--- src/rtl/stride_mover_pkg.sv ---
package stride_mover_pkg;
  typedef enum logic [2:0] {
    RED_NONE = 3'd0,
    RED_ADD  = 3'd1,
    RED_MUL  = 3'd2,
    RED_MAX  = 3'd3,
    RED_MIN  = 3'd4
  } red_op_e;

  typedef enum logic [2:0] {
    ST_IDLE, ST_WAIT, ST_SRC, ST_DST, ST_WR, ST_DONE
  } mover_state_e;

  // legal codes: 0x00, 0x01..0x05, 0x81..0x85
  function automatic logic wait_mode_legal(input logic [7:0] m);
    return (m == 8'h00) || ((m[6:3] == 4'd0) && (m[2:0] >= 3'd1) && (m[2:0] <= 3'd5));
  endfunction
endpackage

--- src/rtl/stride_mover_walk.sv ---
module stride_mover_walk #(
  parameter int AW = 32,
  parameter int CW = 16
) (
  input  logic          clk,
  input  logic          rst,
  input  logic          load,
  input  logic          adv,
  input  logic [AW-1:0] base,
  input  logic [AW-1:0] step0,
  input  logic [AW-1:0] step1,
  input  logic [CW-1:0] cnt0,
  input  logic [CW-1:0] cnt1,
  output logic [AW-1:0] addr,
  output logic          last
);
  logic [CW-1:0] i0, i1, n0, n1;
  logic [AW-1:0] s0, s1, row;

  always_ff @(posedge clk) begin
    if (rst) begin
      i0 <= '0; i1 <= '0; n0 <= '0; n1 <= '0;
      s0 <= '0; s1 <= '0; row <= '0; addr <= '0;
    end else if (load) begin
      i0 <= '0; i1 <= '0; n0 <= cnt0; n1 <= cnt1;
      s0 <= step0; s1 <= step1; row <= base; addr <= base;
    end else if (adv) begin
      if (i0 == n0 - CW'(1)) begin
        i0   <= '0;
        i1   <= i1 + CW'(1);
        row  <= row + s1;
        addr <= row + s1;
      end else begin
        i0   <= i0 + CW'(1);
        addr <= addr + s0;
      end
    end
  end

  assign last = (i0 == n0 - CW'(1)) && (i1 == n1 - CW'(1));
endmodule

--- src/rtl/stride_mover_wait.sv ---
module stride_mover_wait #(
  parameter int VW = 32
) (
  input  logic [7:0]    mode,
  input  logic [VW-1:0] imm,
  input  logic [VW-1:0] regv,
  input  logic [VW-1:0] level,
  output logic          pass
);
  logic [VW-1:0] thr;
  assign thr = mode[7] ? regv : imm;

  always_comb begin
    unique case (mode[2:0])
      3'd1:    pass = (level == thr);
      3'd2:    pass = (level <  thr);
      3'd3:    pass = (level <= thr);
      3'd4:    pass = (level >  thr);
      3'd5:    pass = (level >= thr);
      default: pass = 1'b1;
    endcase
  end
endmodule

--- src/rtl/stride_mover_alu.sv ---
module stride_mover_alu import stride_mover_pkg::*; #(
  parameter int DW = 32
) (
  input  red_op_e       op,
  input  logic [DW-1:0] src,
  input  logic [DW-1:0] dst,
  output logic [DW-1:0] y
);
  always_comb begin
    unique case (op)
      RED_ADD: y = dst + src;
      RED_MUL: y = dst * src;
      RED_MAX: y = (src > dst) ? src : dst;
      RED_MIN: y = (src < dst) ? src : dst;
      default: y = src;
    endcase
  end
endmodule

--- src/rtl/stride_mover.sv ---
module stride_mover import stride_mover_pkg::*; #(
  parameter int AW   = 32,
  parameter int DW   = 32,
  parameter int CW   = 16,
  parameter int SZW  = 16,
  parameter int VW   = 32,
  parameter int SEMW = 8,
  parameter int INCW = 8
) (
  input  logic            clk,
  input  logic            rst,
  input  logic            start,
  input  logic [AW-1:0]   src_base,
  input  logic [AW-1:0]   src_step0,
  input  logic [AW-1:0]   src_step1,
  input  logic [CW-1:0]   src_cnt0,
  input  logic [CW-1:0]   src_cnt1,
  input  logic [SZW-1:0]  src_esize,
  input  logic [AW-1:0]   src_lo,
  input  logic [AW-1:0]   src_hi,
  input  logic [AW-1:0]   dst_base,
  input  logic [AW-1:0]   dst_step0,
  input  logic [AW-1:0]   dst_step1,
  input  logic [CW-1:0]   dst_cnt0,
  input  logic [CW-1:0]   dst_cnt1,
  input  logic [SZW-1:0]  dst_esize,
  input  logic [AW-1:0]   dst_lo,
  input  logic [AW-1:0]   dst_hi,
  input  logic [2:0]      red_op,
  input  logic [7:0]      wait_mode,
  input  logic [VW-1:0]   wait_imm,
  input  logic [VW-1:0]   sem_level,
  input  logic [VW-1:0]   reg_val,
  input  logic [SEMW-1:0] sem_sel,
  input  logic [INCW-1:0] sem_inc_amt,
  output logic            busy,
  output logic            done,
  output logic            err,
  output logic            mem_re,
  output logic            mem_we,
  output logic [AW-1:0]   mem_addr,
  output logic [DW-1:0]   mem_wdata,
  input  logic [DW-1:0]   mem_rdata,
  output logic            sem_inc,
  output logic [SEMW-1:0] sem_inc_idx,
  output logic [INCW-1:0] sem_inc_val
);
  localparam int            WB    = DW / 8;
  localparam int            TW    = 2 * CW;
  localparam logic [AW-1:0] AMASK = AW'(WB - 1);

  mover_state_e    state;
  red_op_e         op_q;
  logic [7:0]      mode_q;
  logic [VW-1:0]   imm_q;
  logic [SEMW-1:0] sel_q;
  logic [INCW-1:0] inc_q;
  logic [AW-1:0]   slo_q, shi_q, dlo_q, dhi_q;
  logic [DW-1:0]   sdat_q;
  logic            err_q, empty_q;

  // command screening on the live inputs
  logic [TW-1:0] tot_s, tot_d;
  logic          op_ok, align_ok, size_ok, cmd_ok, accept;
  assign tot_s    = TW'(src_cnt0) * TW'(src_cnt1);
  assign tot_d    = TW'(dst_cnt0) * TW'(dst_cnt1);
  assign op_ok    = (red_op <= 3'd4);
  assign align_ok = ((src_base | src_step0 | src_step1 |
                      dst_base | dst_step0 | dst_step1) & AMASK) == '0;
  assign size_ok  = (src_esize == SZW'(WB)) && (dst_esize == SZW'(WB));
  assign cmd_ok   = op_ok && wait_mode_legal(wait_mode) && (tot_s == tot_d) &&
                    ((red_op == 3'd0) || (align_ok && size_ok));
  assign accept   = (state == ST_IDLE) && start;

  // address legs
  logic [AW-1:0] s_addr, d_addr;
  logic          s_last, d_last, adv;
  assign adv = (state == ST_WR);

  stride_mover_walk #(.AW(AW), .CW(CW)) u_src_leg (
    .clk(clk), .rst(rst), .load(accept), .adv(adv),
    .base(src_base), .step0(src_step0), .step1(src_step1),
    .cnt0(src_cnt0), .cnt1(src_cnt1), .addr(s_addr), .last(s_last)
  );

  stride_mover_walk #(.AW(AW), .CW(CW)) u_dst_leg (
    .clk(clk), .rst(rst), .load(accept), .adv(adv),
    .base(dst_base), .step0(dst_step0), .step1(dst_step1),
    .cnt0(dst_cnt0), .cnt1(dst_cnt1), .addr(d_addr), .last(d_last)
  );

  logic wait_pass;
  stride_mover_wait #(.VW(VW)) u_wait (
    .mode(mode_q), .imm(imm_q), .regv(reg_val), .level(sem_level), .pass(wait_pass)
  );

  logic [DW-1:0] alu_src, alu_y;
  assign alu_src = (op_q == RED_NONE) ? mem_rdata : sdat_q;
  stride_mover_alu #(.DW(DW)) u_alu (
    .op(op_q), .src(alu_src), .dst(mem_rdata), .y(alu_y)
  );

  logic s_in, d_in, both_in;
  assign s_in    = (s_addr >= slo_q) && (s_addr < shi_q);
  assign d_in    = (d_addr >= dlo_q) && (d_addr < dhi_q);
  assign both_in = s_in && d_in;

  always_ff @(posedge clk) begin
    if (rst) begin
      state <= ST_IDLE;
      op_q <= RED_NONE; mode_q <= '0; imm_q <= '0; sel_q <= '0; inc_q <= '0;
      slo_q <= '0; shi_q <= '0; dlo_q <= '0; dhi_q <= '0;
      sdat_q <= '0; err_q <= 1'b0; empty_q <= 1'b0;
    end else begin
      unique case (state)
        ST_IDLE: if (start) begin
          op_q    <= red_op_e'(red_op);
          mode_q  <= wait_mode;
          imm_q   <= wait_imm;
          sel_q   <= sem_sel;
          inc_q   <= sem_inc_amt;
          slo_q   <= src_lo; shi_q <= src_hi;
          dlo_q   <= dst_lo; dhi_q <= dst_hi;
          empty_q <= (tot_s == '0);
          err_q   <= !cmd_ok;
          state   <= cmd_ok ? ST_WAIT : ST_DONE;
        end
        ST_WAIT: if (wait_pass) state <= empty_q ? ST_DONE : ST_SRC;
        ST_SRC: begin
          if (!both_in) begin
            err_q <= 1'b1;
            state <= ST_DONE;
          end else begin
            state <= (op_q == RED_NONE) ? ST_WR : ST_DST;
          end
        end
        ST_DST: begin
          sdat_q <= mem_rdata;
          state  <= ST_WR;
        end
        ST_WR:   state <= (s_last && d_last) ? ST_DONE : ST_SRC;
        default: state <= ST_IDLE;
      endcase
    end
  end

  assign busy        = (state != ST_IDLE);
  assign done        = (state == ST_DONE);
  assign err         = err_q;
  assign mem_re      = ((state == ST_SRC) && both_in) || (state == ST_DST);
  assign mem_we      = (state == ST_WR);
  assign mem_addr    = (state == ST_SRC) ? s_addr : d_addr;
  assign mem_wdata   = alu_y;
  assign sem_inc     = done && !err_q && (inc_q != '0);
  assign sem_inc_idx = sel_q;
  assign sem_inc_val = inc_q;
endmodule

--- config.mk ---
export PLATFORM = sky130hd
export DESIGN_NAME = stride_mover
export DESIGN_NICKNAME = d
export VERILOG_FILES = /design/src/rtl/stride_mover_pkg.sv /design/src/rtl/stride_mover_walk.sv /design/src/rtl/stride_mover_wait.sv /design/src/rtl/stride_mover_alu.sv /design/src/rtl/stride_mover.sv
export SDC_FILE = /design/constraint.sdc
export NUM_CORES = 2
export LEC_CHECK = 0
export ABC_AREA = 1
export BUFFER_PORTS_ARGS = -buffer_cell sky130_fd_sc_hd__buf_2
export CORE_ASPECT_RATIO = 0.75
export CORE_MARGIN = 8
export CORE_UTILIZATION = 45
export CTS_BUF_LIST = sky130_fd_sc_hd__clkbuf_16
export CTS_CLUSTER_DIAMETER = 120
export DETAILED_ROUTE_END_ITERATION = 8
export HOLD_SLACK_MARGIN = 0.08
export PLACE_DENSITY = 0.6
export SLEW_MARGIN = 20
export SYNTH_ARGS = -nofsm -noshare
export SYNTH_HDL_FRONTEND = slang
export SYNTH_SLANG_ARGS = --single-unit
--- constraint.sdc ---
create_clock -name clk -period 10.4 [get_ports clk]
set_input_delay 0.52 -clock clk [delete_from_list [all_inputs] [get_ports clk]]
set_output_delay 0.52 -clock clk [all_outputs]
set_load 0.02 [all_outputs]
==> flow_summary_export.csv <==
group,metric,value,unit
run_status,status,"complete, no violations",
yosys,syn_area,75400,sq um
critical_path,end_kind,"primary output",
hold_path,hold_path_class,"input pin to register",
placement,place_congestion,1.03,
yosys,synthDistinctLibCells,66,
route,drt_wl_total,323000,um
floorplanning,start_util,45.2,%
sta,finalHoldViolCount,0,
global_route,grt_pass1_wl,472000,um
global_route,grt_overflow_total,0,
yosys,synth_common_cells,"nand2_1, inv_1, nor2_1",
sta,fin_skew,0.0455,ns
global_route,grt_max_degree,181,
yosys,avgSynthCellArea,6.98,sq um
critical_path,crit_type,"register to primary output",
route,vias_per_cell,5.57,
sta,tns,0,ns
placement,post_dp_cell_area,80500,sq um
yosys,synth.ff_latch_count,604,
final_layout,fin_cells,13600,
cts,cts_buffers,74,
final_layout,regArea,12100,sq um
hold_path,worstHoldStart,"src_step0[23]",
sta,tightest_slew,1.18,ns
critical_path,crit_required,9.88,ns
critical_path,r2r_start,"state[0]$_SDFFE_PP0P_",
yosys,synth_edf_count,0,
floorplanning,row_count,130,
sta,fin_crit_sh,96.8,%
route,drcViolationCount,0,
sta,slew_violations,0,
global_route,antenna_found_initial,28,
critical_path,critical_path_arrival,9.55,ns
sta,timing.slew.headroom,20.2,%
critical_path,startpoint_type,"register",
cts,path_clk_slew,0.06,ns
cts,cts_tree,"built",
sta,rsz0062_at_grt,"no",
route,detail-route-antenna-nets,0,
yosys,async_reset_ff_share,0,%
yosys,synthTopCellsByArea,"fa_1, dfxtp_1, nand2_1, ha_1, inv_1",
sta,max_freq,99.3,MHz
flow_run,cap_viol_max_count,0,
cts,cts.sinks,604,
floorplanning,die_area,181000,sq um
placement,io_buffers,659,
final_layout,multiInputGateArea,54500,sq um
yosys,synth.most_common_cell,"nand2_1",
sta,finalCriticalPeriod,10.07,ns
placement,dp_hpwl,259000,um
route,dr.pass1.iters,6,
cts,cts.htree.levels,3,
final_layout,num-fill-cells,17000,
floorplanning,ioPinCount,660,
yosys,yosys_most_used_dff,"dfxtp_1",
cts,clock_path_buffers,3,
global_route,grt_pass1_vias,72600,
cts,clock_latency,0.70,ns
floorplanning,core,167000,sq um
placement,place_inst,13300,
yosys,post-synth-top-area-fraction,21.3,%
final_layout,fin_area,84100,sq um
final_layout,syn2layout_area_growth,11.5,%
cts,clock-root-buffer,"clkbuf_16",
yosys,yosysSeqAreaShare,16.0,%
critical_path,worstPathMaxFanout,35,
route,vias,75800,
final_layout,layout-drive-gt1-share,8.67,%
route,wl_per_cell,23.8,um
global_route,track_usage,34.4,%
yosys,synth_cells,10800,
yosys,yosysWarnings,0,
sta,finalSetupViolations,0,
final_layout,nets,13400,
floorplanning,die_y,371,um
sta,whs,0.123,ns
yosys,synth_nets,12900,
yosys,yosysTopAreaCell,"fa_1",
route,drtIter0Drc,8151,
floorplanning,die_width,489,um
critical_path,crit_path_max_incr_delay,0.67,ns
critical_path,crit_start,"op_q[0]$_SDFFE_PP0P_",
critical_path,cpMaxStageDelayCell,"clkinv_1",
placed cells by master, fill, tap and decap left out, types with 14 or more instances in the layout:
cell and count:
a21o_1 24, a21oi_1 782, a31oi_1 84, buf_2 659
buf_4 107, clkbuf_16 75, clkinv_1 27, clkinv_2 15
dfxtp_1 604, diode_2 14, dlygate4sd3_1 108, fa_1 801
ha_1 692, inv_1 1841, nand2_1 2349, nand3_1 292
nand3b_1 16, nand4_1 108, nor2_1 1113, nor3_1 95
nor3b_1 19, nor4_1 43, o211ai_1 32, o21a_1 18
o21ai_0 892, o21ai_2 15, o21bai_1 30, or2_2 39
xnor2_1 101, xor2_1 176
worst paths after layout:
path | slack (ns) | depth (start not counted) | endpoint
min reg2reg | 0.45 | 2 | imm_q[9]$_SDFFE_PP0P_
max reg2reg | 6.07 | 11 | u_dst_leg.addr[20]$_SDFFE_PP0P_
min | 0.12 | 3 | u_src_leg.s0[23]$_SDFFE_PP0P_
max | 0.33 | 30 | mem_wdata[30]
area by class of cell:
cell class	count	area share [%]
clock inverter	56	0.613
multi-input combinational	7868	64.8
clock buffer	75	2.23
sequential	604	14.4
tap	2244	3.34
antenna	14	0.0417
inverter	1864	8.36
timing repair buffer	876	6.20
metrics by stage:
step / utilization [%] / setup WS, ns
2_1_floorplan: - / 2.59
3_3_place_gp: 48.2 / 1.28
3_5_place_dp: 48.2 / 1.15
4_1_cts: 50.3 / 0.360
5_1_grt: 50.4 / 0.00191
6_report: 50.4 / 0.333
cells by family (layout without fill, tap and decap cells):
group	after synthesis	after routing	share of synthesized area, %
XOR/XNOR	277	277	3.22
adder cells (fa/ha/maj)	1493	1493	32.7
buffers and inverters	2330	2871	11.8
other	0	14	0
AND/OR/NAND/NOR	4127	4127	22.3
flip-flops	604	604	16.0
AO/OA/AOI/OAI	1971	1971	14.0
critical path: cells and delay by family (launching register included):
family / cells / cell delay, ns
AOI/OAI and AO/OA: 1 / 0.28
buffers and inverters: 7 / 1.79
and+or+nand+nor: 13 / 2.02
DFF: 1 / 0.36
adders and majority gates: 9 / 4.31
layer usage:
metal  vias up  share of wire [%]  global-route usage, %  wire length [um]
met2      3685                 41                   50.5            133000
met5         -              0.050                  0.322               162
met3       545                 11                   8.64             35600
met4        14                3.9                   11.3             12500
li1      35000                  -                      -                 -
met1     36600                 44                   49.3            142000
repair_timing:
item / CTS / global route
hold buffers: 108 / 0
endpoints found under the hold margin: 108 / 0
setup endpoints to repair: 0 / 5
gates resized for setup: 0 / 3
setup buffers: 0 / 10
Power is left out: the tool's default activity adds up to more than one toggle a clock period on the data nets, which glitch-free logic cannot reach.
